[config.mk]
export PLATFORM = sky130hd
export DESIGN_NAME = pcbrk_top
export DESIGN_NICKNAME = d
export VERILOG_FILES = /design/src/rtl/pcbrk_pkg.sv /design/src/rtl/pcbrk_regs.sv /design/src/rtl/pcbrk_mask_gen.sv /design/src/rtl/pcbrk_match.sv /design/src/rtl/pcbrk_top.sv
export SDC_FILE = /design/constraint.sdc
export NUM_CORES = 1
export LEC_CHECK = 0
export BUFFER_PORTS_ARGS = -buffer_cell sky130_fd_sc_hd__buf_2
export CAP_MARGIN = 0
export CORE_MARGIN = 1
export CORE_UTILIZATION = 35
export DETAILED_ROUTE_END_ITERATION = 7
export PLACE_DENSITY = 0.64
export SETUP_SLACK_MARGIN = 0.5
export SLEW_MARGIN = 20
export SYNTH_ARGS = -nofsm -noshare
export SYNTH_HDL_FRONTEND = slang
export SYNTH_SLANG_ARGS = --single-unit
[constraint.sdc]
create_clock -name clk -period 1.75 [get_ports clk]
set_input_delay 0.35 -clock clk [delete_from_list [all_inputs] [get_ports clk]]
set_output_delay 0.35 -clock clk [all_outputs]
set_load 0.1 [all_outputs]
[src/rtl/pcbrk_pkg.sv]
package pcbrk_pkg;

  // Control byte bit positions
  localparam int CTL_EN_BIT    = 7;
  localparam int CTL_MSEL_BIT  = 6;
  localparam int CTL_MASK_HI   = 5;
  localparam int CTL_MASK_LO   = 3;
  localparam int CTL_FLAG_BIT  = 0;
  localparam int CTL_W         = 8;
  localparam int MASK_CODE_W   = 3;

  // Bus master identity
  localparam logic MASTER_CPU  = 1'b0;
  localparam logic MASTER_XFER = 1'b1;

  typedef struct packed {
    logic                   en;
    logic                   msel;
    logic [MASK_CODE_W-1:0] mask_code;
  } pcbrk_cfg_t;

  // Number of low address bits excluded by a mask-select code:
  // codes 0..3 step by one bit, codes 4..7 step by four bits.
  function automatic int masked_bits(input logic [MASK_CODE_W-1:0] code);
    int c;
    c = int'(code);
    if (c < 4) return c;
    return (c - 3) * 4;
  endfunction

endpackage

[src/rtl/pcbrk_regs.sv]
module pcbrk_regs
  import pcbrk_pkg::*;
#(
  parameter int ADDR_W = 24
) (
  input  logic              clk,
  input  logic              rst,
  input  logic              reg_we,
  input  logic              reg_sel,
  input  logic [ADDR_W-1:0] reg_wdata,
  input  logic              hit,
  output logic [ADDR_W-1:0] brk_addr,
  output pcbrk_cfg_t        cfg,
  output logic              flag,
  output logic [ADDR_W-1:0] reg_rdata
);

  localparam int PAD_W = ADDR_W - CTL_W;

  logic wr_addr, wr_ctl, clr_flag;
  logic [CTL_W-1:0] ctl_view;

  assign wr_addr  = reg_we && !reg_sel;
  assign wr_ctl   = reg_we &&  reg_sel;
  assign clr_flag = wr_ctl && !reg_wdata[CTL_FLAG_BIT];

  always_ff @(posedge clk) begin
    if (rst) begin
      brk_addr <= '0;
      cfg      <= '0;
      flag     <= 1'b0;
    end else begin
      if (wr_addr) brk_addr <= reg_wdata;
      if (wr_ctl) begin
        cfg.en        <= reg_wdata[CTL_EN_BIT];
        cfg.msel      <= reg_wdata[CTL_MSEL_BIT];
        cfg.mask_code <= reg_wdata[CTL_MASK_HI:CTL_MASK_LO];
      end
      // hardware set wins over a software clear in the same cycle
      if (hit)           flag <= 1'b1;
      else if (clr_flag) flag <= 1'b0;
    end
  end

  always_comb begin
    ctl_view = '0;
    ctl_view[CTL_EN_BIT]               = cfg.en;
    ctl_view[CTL_MSEL_BIT]             = cfg.msel;
    ctl_view[CTL_MASK_HI:CTL_MASK_LO]  = cfg.mask_code;
    ctl_view[CTL_FLAG_BIT]             = flag;
  end

  assign reg_rdata = reg_sel ? {{PAD_W{1'b0}}, ctl_view} : brk_addr;

  // a match always leaves the flag set on the next clock
  a_r9_flag_set: assert property (@(posedge clk) disable iff (rst)
    hit |=> flag);

  // without a clearing write the flag cannot drop
  a_r9_flag_sticky: assert property (@(posedge clk) disable iff (rst)
    (flag && !clr_flag) |=> flag);

endmodule

[src/rtl/pcbrk_mask_gen.sv]
module pcbrk_mask_gen
  import pcbrk_pkg::*;
#(
  parameter int ADDR_W = 24
) (
  input  logic                   clk,
  input  logic                   rst,
  input  logic [MASK_CODE_W-1:0] mask_code,
  output logic [ADDR_W-1:0]      keep_mask
);

  int n_masked;
  assign n_masked = masked_bits(mask_code);

  // one compare per address bit: bit kept when at or above the masked count
  for (genvar i = 0; i < ADDR_W; i++) begin : g_bit
    assign keep_mask[i] = (i >= n_masked);
  end

  // the widest setting drops exactly the low 16 bits
  a_r4_widest_mask: assert property (@(posedge clk) disable iff (rst)
    (mask_code == 3'd7) |-> (keep_mask[15:0] == 16'h0 && &keep_mask[ADDR_W-1:16]));

  // the kept region is always contiguous from the top
  a_r4_top_kept: assert property (@(posedge clk) disable iff (rst)
    keep_mask[ADDR_W-1]);

endmodule

[src/rtl/pcbrk_match.sv]
module pcbrk_match
  import pcbrk_pkg::*;
#(
  parameter int ADDR_W = 24
) (
  input  logic              clk,
  input  logic              rst,
  input  logic [ADDR_W-1:0] brk_addr,
  input  logic [ADDR_W-1:0] keep_mask,
  input  pcbrk_cfg_t        cfg,
  input  logic              bus_valid,
  input  logic [ADDR_W-1:0] bus_addr,
  input  logic              bus_ifetch,
  input  logic              bus_master,
  output logic              hit,
  output logic              brk_req
);

  logic addr_eq, master_ok, cycle_ok;

  assign addr_eq   = ((bus_addr & keep_mask) == (brk_addr & keep_mask));
  assign master_ok = (bus_master == MASTER_CPU) || cfg.msel;
  assign cycle_ok  = bus_valid && bus_ifetch && cfg.en;
  assign hit       = cycle_ok && master_ok && addr_eq;

  always_ff @(posedge clk) begin
    if (rst) brk_req <= 1'b0;
    else     brk_req <= hit;
  end

  // idle or non-fetch cycles never yield a request
  a_r7_idle_quiet: assert property (@(posedge clk) disable iff (rst)
    (!bus_valid || !bus_ifetch) |=> !brk_req);

  // a disabled comparator never yields a request
  a_r8_disabled_quiet: assert property (@(posedge clk) disable iff (rst)
    !cfg.en |=> !brk_req);

  // transfer-controller cycles are blocked while master select is 0
  a_r5_xfer_blocked: assert property (@(posedge clk) disable iff (rst)
    (bus_master == MASTER_XFER && !cfg.msel) |=> !brk_req);

endmodule

[src/rtl/pcbrk_top.sv]
module pcbrk_top
  import pcbrk_pkg::*;
#(
  parameter int ADDR_W = 24   // must be at least 17 to hold the widest mask
) (
  input  logic              clk,
  input  logic              rst,
  input  logic              reg_we,
  input  logic              reg_sel,
  input  logic [ADDR_W-1:0] reg_wdata,
  output logic [ADDR_W-1:0] reg_rdata,
  input  logic              bus_valid,
  input  logic [ADDR_W-1:0] bus_addr,
  input  logic              bus_ifetch,
  input  logic              bus_master,
  output logic              brk_req,
  output logic              brk_flag
);

  logic [ADDR_W-1:0] brk_addr;
  logic [ADDR_W-1:0] keep_mask;
  pcbrk_cfg_t        cfg;
  logic              hit;

  pcbrk_regs #(.ADDR_W(ADDR_W)) u_regs (
    .clk       (clk),
    .rst       (rst),
    .reg_we    (reg_we),
    .reg_sel   (reg_sel),
    .reg_wdata (reg_wdata),
    .hit       (hit),
    .brk_addr  (brk_addr),
    .cfg       (cfg),
    .flag      (brk_flag),
    .reg_rdata (reg_rdata)
  );

  pcbrk_mask_gen #(.ADDR_W(ADDR_W)) u_mask (
    .clk       (clk),
    .rst       (rst),
    .mask_code (cfg.mask_code),
    .keep_mask (keep_mask)
  );

  pcbrk_match #(.ADDR_W(ADDR_W)) u_match (
    .clk        (clk),
    .rst        (rst),
    .brk_addr   (brk_addr),
    .keep_mask  (keep_mask),
    .cfg        (cfg),
    .bus_valid  (bus_valid),
    .bus_addr   (bus_addr),
    .bus_ifetch (bus_ifetch),
    .bus_master (bus_master),
    .hit        (hit),
    .brk_req    (brk_req)
  );

  // every request pulse coincides with a set flag
  a_r10_req_implies_flag: assert property (@(posedge clk) disable iff (rst)
    brk_req |-> brk_flag);

endmodule

==> impl_metrics.toml <==
[flow_run]
max_cap_violations = 0

[cells_and_area]
final_common_cell = "nand2_1"
layout_common_cells = "nand2_1 (55), buf_2 (53), a21oi_1 (32)"
nets = 360
drive_gt1_share_pct = 53.44
areaGrowthSynthToFinish_pct = 75.99
fillers = 373
stdcell_count = 357
n_antenna_cell = 0

[global_routing]
grt-ovfl-total = 0
grt_pass1_wl_mm = 7.941
grt_max_degree = 31
grt_pass1_vias = 1716
grtUsageTotal_pct = 20.41
antenna_found_initial = 0

[cts]
cts.reportedPaths.clkPinSlew_ns = 0.07
clk_path_buf_depth = 2
cts-root-buf = "clkbuf_8"
cts_tree = "built"
clock_latency_ns = 0.28
cts.sinks = 31
cts_hold_buf = 0
cts_buffers = 5
cts.htree.levels = 2

[routing]
wl_met3_um = 264
wl_per_cell_um = 13.91
first_iter_violations = 127
drc = 5
drt_pass1_iterations = 6
avgViaCountPerCell = 4.871
ant_nets = 0
dr_wl_met2_mm = 2.524
via_count = 1739
met1_length_mm = 2.135
routed.top_layer = "met4"
drt-total-wl_mm = 4.965

[placed_design]
dp_hpwl_mm = 3.587
portBuffers = 80
finalWeightedCongestion = 0.8140
dp.cells = 338

[critical_path]
required_ns = 1.40
startpoint = "reg_sel"
end_kind = "output port"
reg2reg_from = "u_regs.cfg[1]"
cp_max_fo = 8
crit_type = "in -> out"
worstPathArrival_ns = 1.10
startpoint_type = "input pin"

[logic_synthesis]
async_flop_share_pct = 0
seq_area_frac_synth_pct = 37.21
syn_avg_cell_area_um2 = 7.867
yosys_warnings = 0
synth_area_um2 = 1668
syn_inst = 212
synth_area_leaders = "dfxtp_1 (37%), nand2_1 (12%), a21oi_1 (9.6%)"
synth-seq-cells = 31
syn-num-nets = 268
synth_top_area_share_pct = 37.21
synth_cell_type_count = 28
synth_flop_cell = "dfxtp_1"
synth_top_area_cell = "dfxtp_1"
synth_edf_count = 0

[sta]
slew_headroom_pct = 75.93
worstMarginPinSlew_ns = 0.3578
period_share_pct = 83.09
drv_slew = 0
fmax_mhz = 687.7
fin_skew_ns = 0.002772
fin_tns_setup_ns = 0
hold_viol = 0
rsz0062_at_grt = "yes"
period_needed_ns = 1.454
setup_violations = 0

[floorplan]
fp.dieArea_um2 = 5045
rows = 24
dieWidth_um = 71.03
start_util_pct = 37.28
core-area_um2 = 4474
num_io_pins = 81
dieHeight_um = 71.03

[power]
power_density_nw_per_um2 = 631.8
p_leak_uw = 0.001172
ir_drop_mv = 0.3649

[outcome]
violations = "DRC"
status = "finished, violations left"

[hold_path]
worst_hold_path_type = "in -> reg"
hp-start = "reg_wdata[23]"
[cell usage after synthesis, types with 2 or more instances]
cell	count
a21oi_1	32
buf_2	6
buf_6	2
clkbuf_1	3
dfxtp_1	31
mux2_2	6
nand2_1	55
nand2b_1	2
nand3_1	6
nand4_1	5
nor2b_1	20
o21ai_0	5
o21ai_1	2
xnor2_1	18
xor2_1	6
[critical path, stage by stage]
cell and delay [ns]:
buf_8 0.12, buf_12 0.14, mux2_4 0.32, buf_12 0.17
[flip-flops by register name, indices dropped and copies added, names as in the netlist]
| signal | flops |
|---|---|
| u_regs.brk_addr | 24 |
| u_regs.cfg | 5 |
| u_match.brk_req | 1 |
| u_regs.flag | 1 |
[per-stage QoR]
step / total power [uW] / setup WS, ns / utilization [%] / hold WS [ns] / cell area [um2]
after CTS: 1859 / 0.3118 / 65.02 / 0.2901 / 2909
after floorplan: 1110 / 0.3776 / - / 0.4489 / 1911
final: 1855 / 0.2958 / 65.60 / 0.2915 / 2935
after detailed placement: 1291 / 0.2176 / 59.70 / 0.4769 / 2671
after global placement: 1286 / 0.2314 / 59.70 / 0.4699 / 2671
after global routing: 1929 / 0.2414 / 65.60 / 0.2941 / 2935
[where the power goes]
part           internal [uW]  switching [uW]  leakage (uW)
Clock                    271             268     0.0000477
Combinational            249             299      0.000858
Sequential               738            28.4      0.000266
[cells by family (layout without fill, tap and decap cells)]
family                     Yosys count  after routing  share of synthesized area (%)
AOI/OAI and AO/OA                   42             42                          13.58
xor gates and xnor gates            24             24                          12.60
adders and majority gates            1              1                         0.7501
buffers and inverters               14            107                          4.726
DFF                                 31             31                          37.21
muxes                                6              6                          4.051
and+or+nand+nor                     94             94                          27.08
[per-layer routing]
metal / GRT usage (%) / vias to the layer above
met1: 25.64 / 797
met2: 34.51 / 56
met4: 6.444 / 0
met3: 4.986 / 4
li1: - / 882
met5: 0 / -
[worst paths after layout]
check / end / slack (ns) / cells after the start
setup reg to reg: u_regs.flag / 0.32 / 6
hold / removal: u_regs.brk_addr[23] / 0.29 / 3
hold reg to reg: u_regs.brk_addr[20] / 0.47 / 2
setup / recovery: reg_rdata[7] / 0.30 / 4
[repair_timing]
action / 4_1_cts / 5_1_grt
gates cloned: 1 / 0
endpoints found under the setup margin: 28 / 41
gates resized for setup: 26 / 12
buffers inserted: 9 / 1
hold endpoints to repair: 0 / 0
[final cells by class]
class                           count  area (um2)  area share [%]
Tap cell                           52       65.06           2.217
Inverter                            1       3.754          0.1279
Clock buffer                        5       68.82           2.344
Clock inverter                      3       15.01          0.5115
Timing Repair Buffer               98       974.7           33.21
Sequential cell                    31       661.9           22.55
Multi-Input combinational cell    167        1146           39.05
Note: power is estimated with default switching activity, not from simulation.
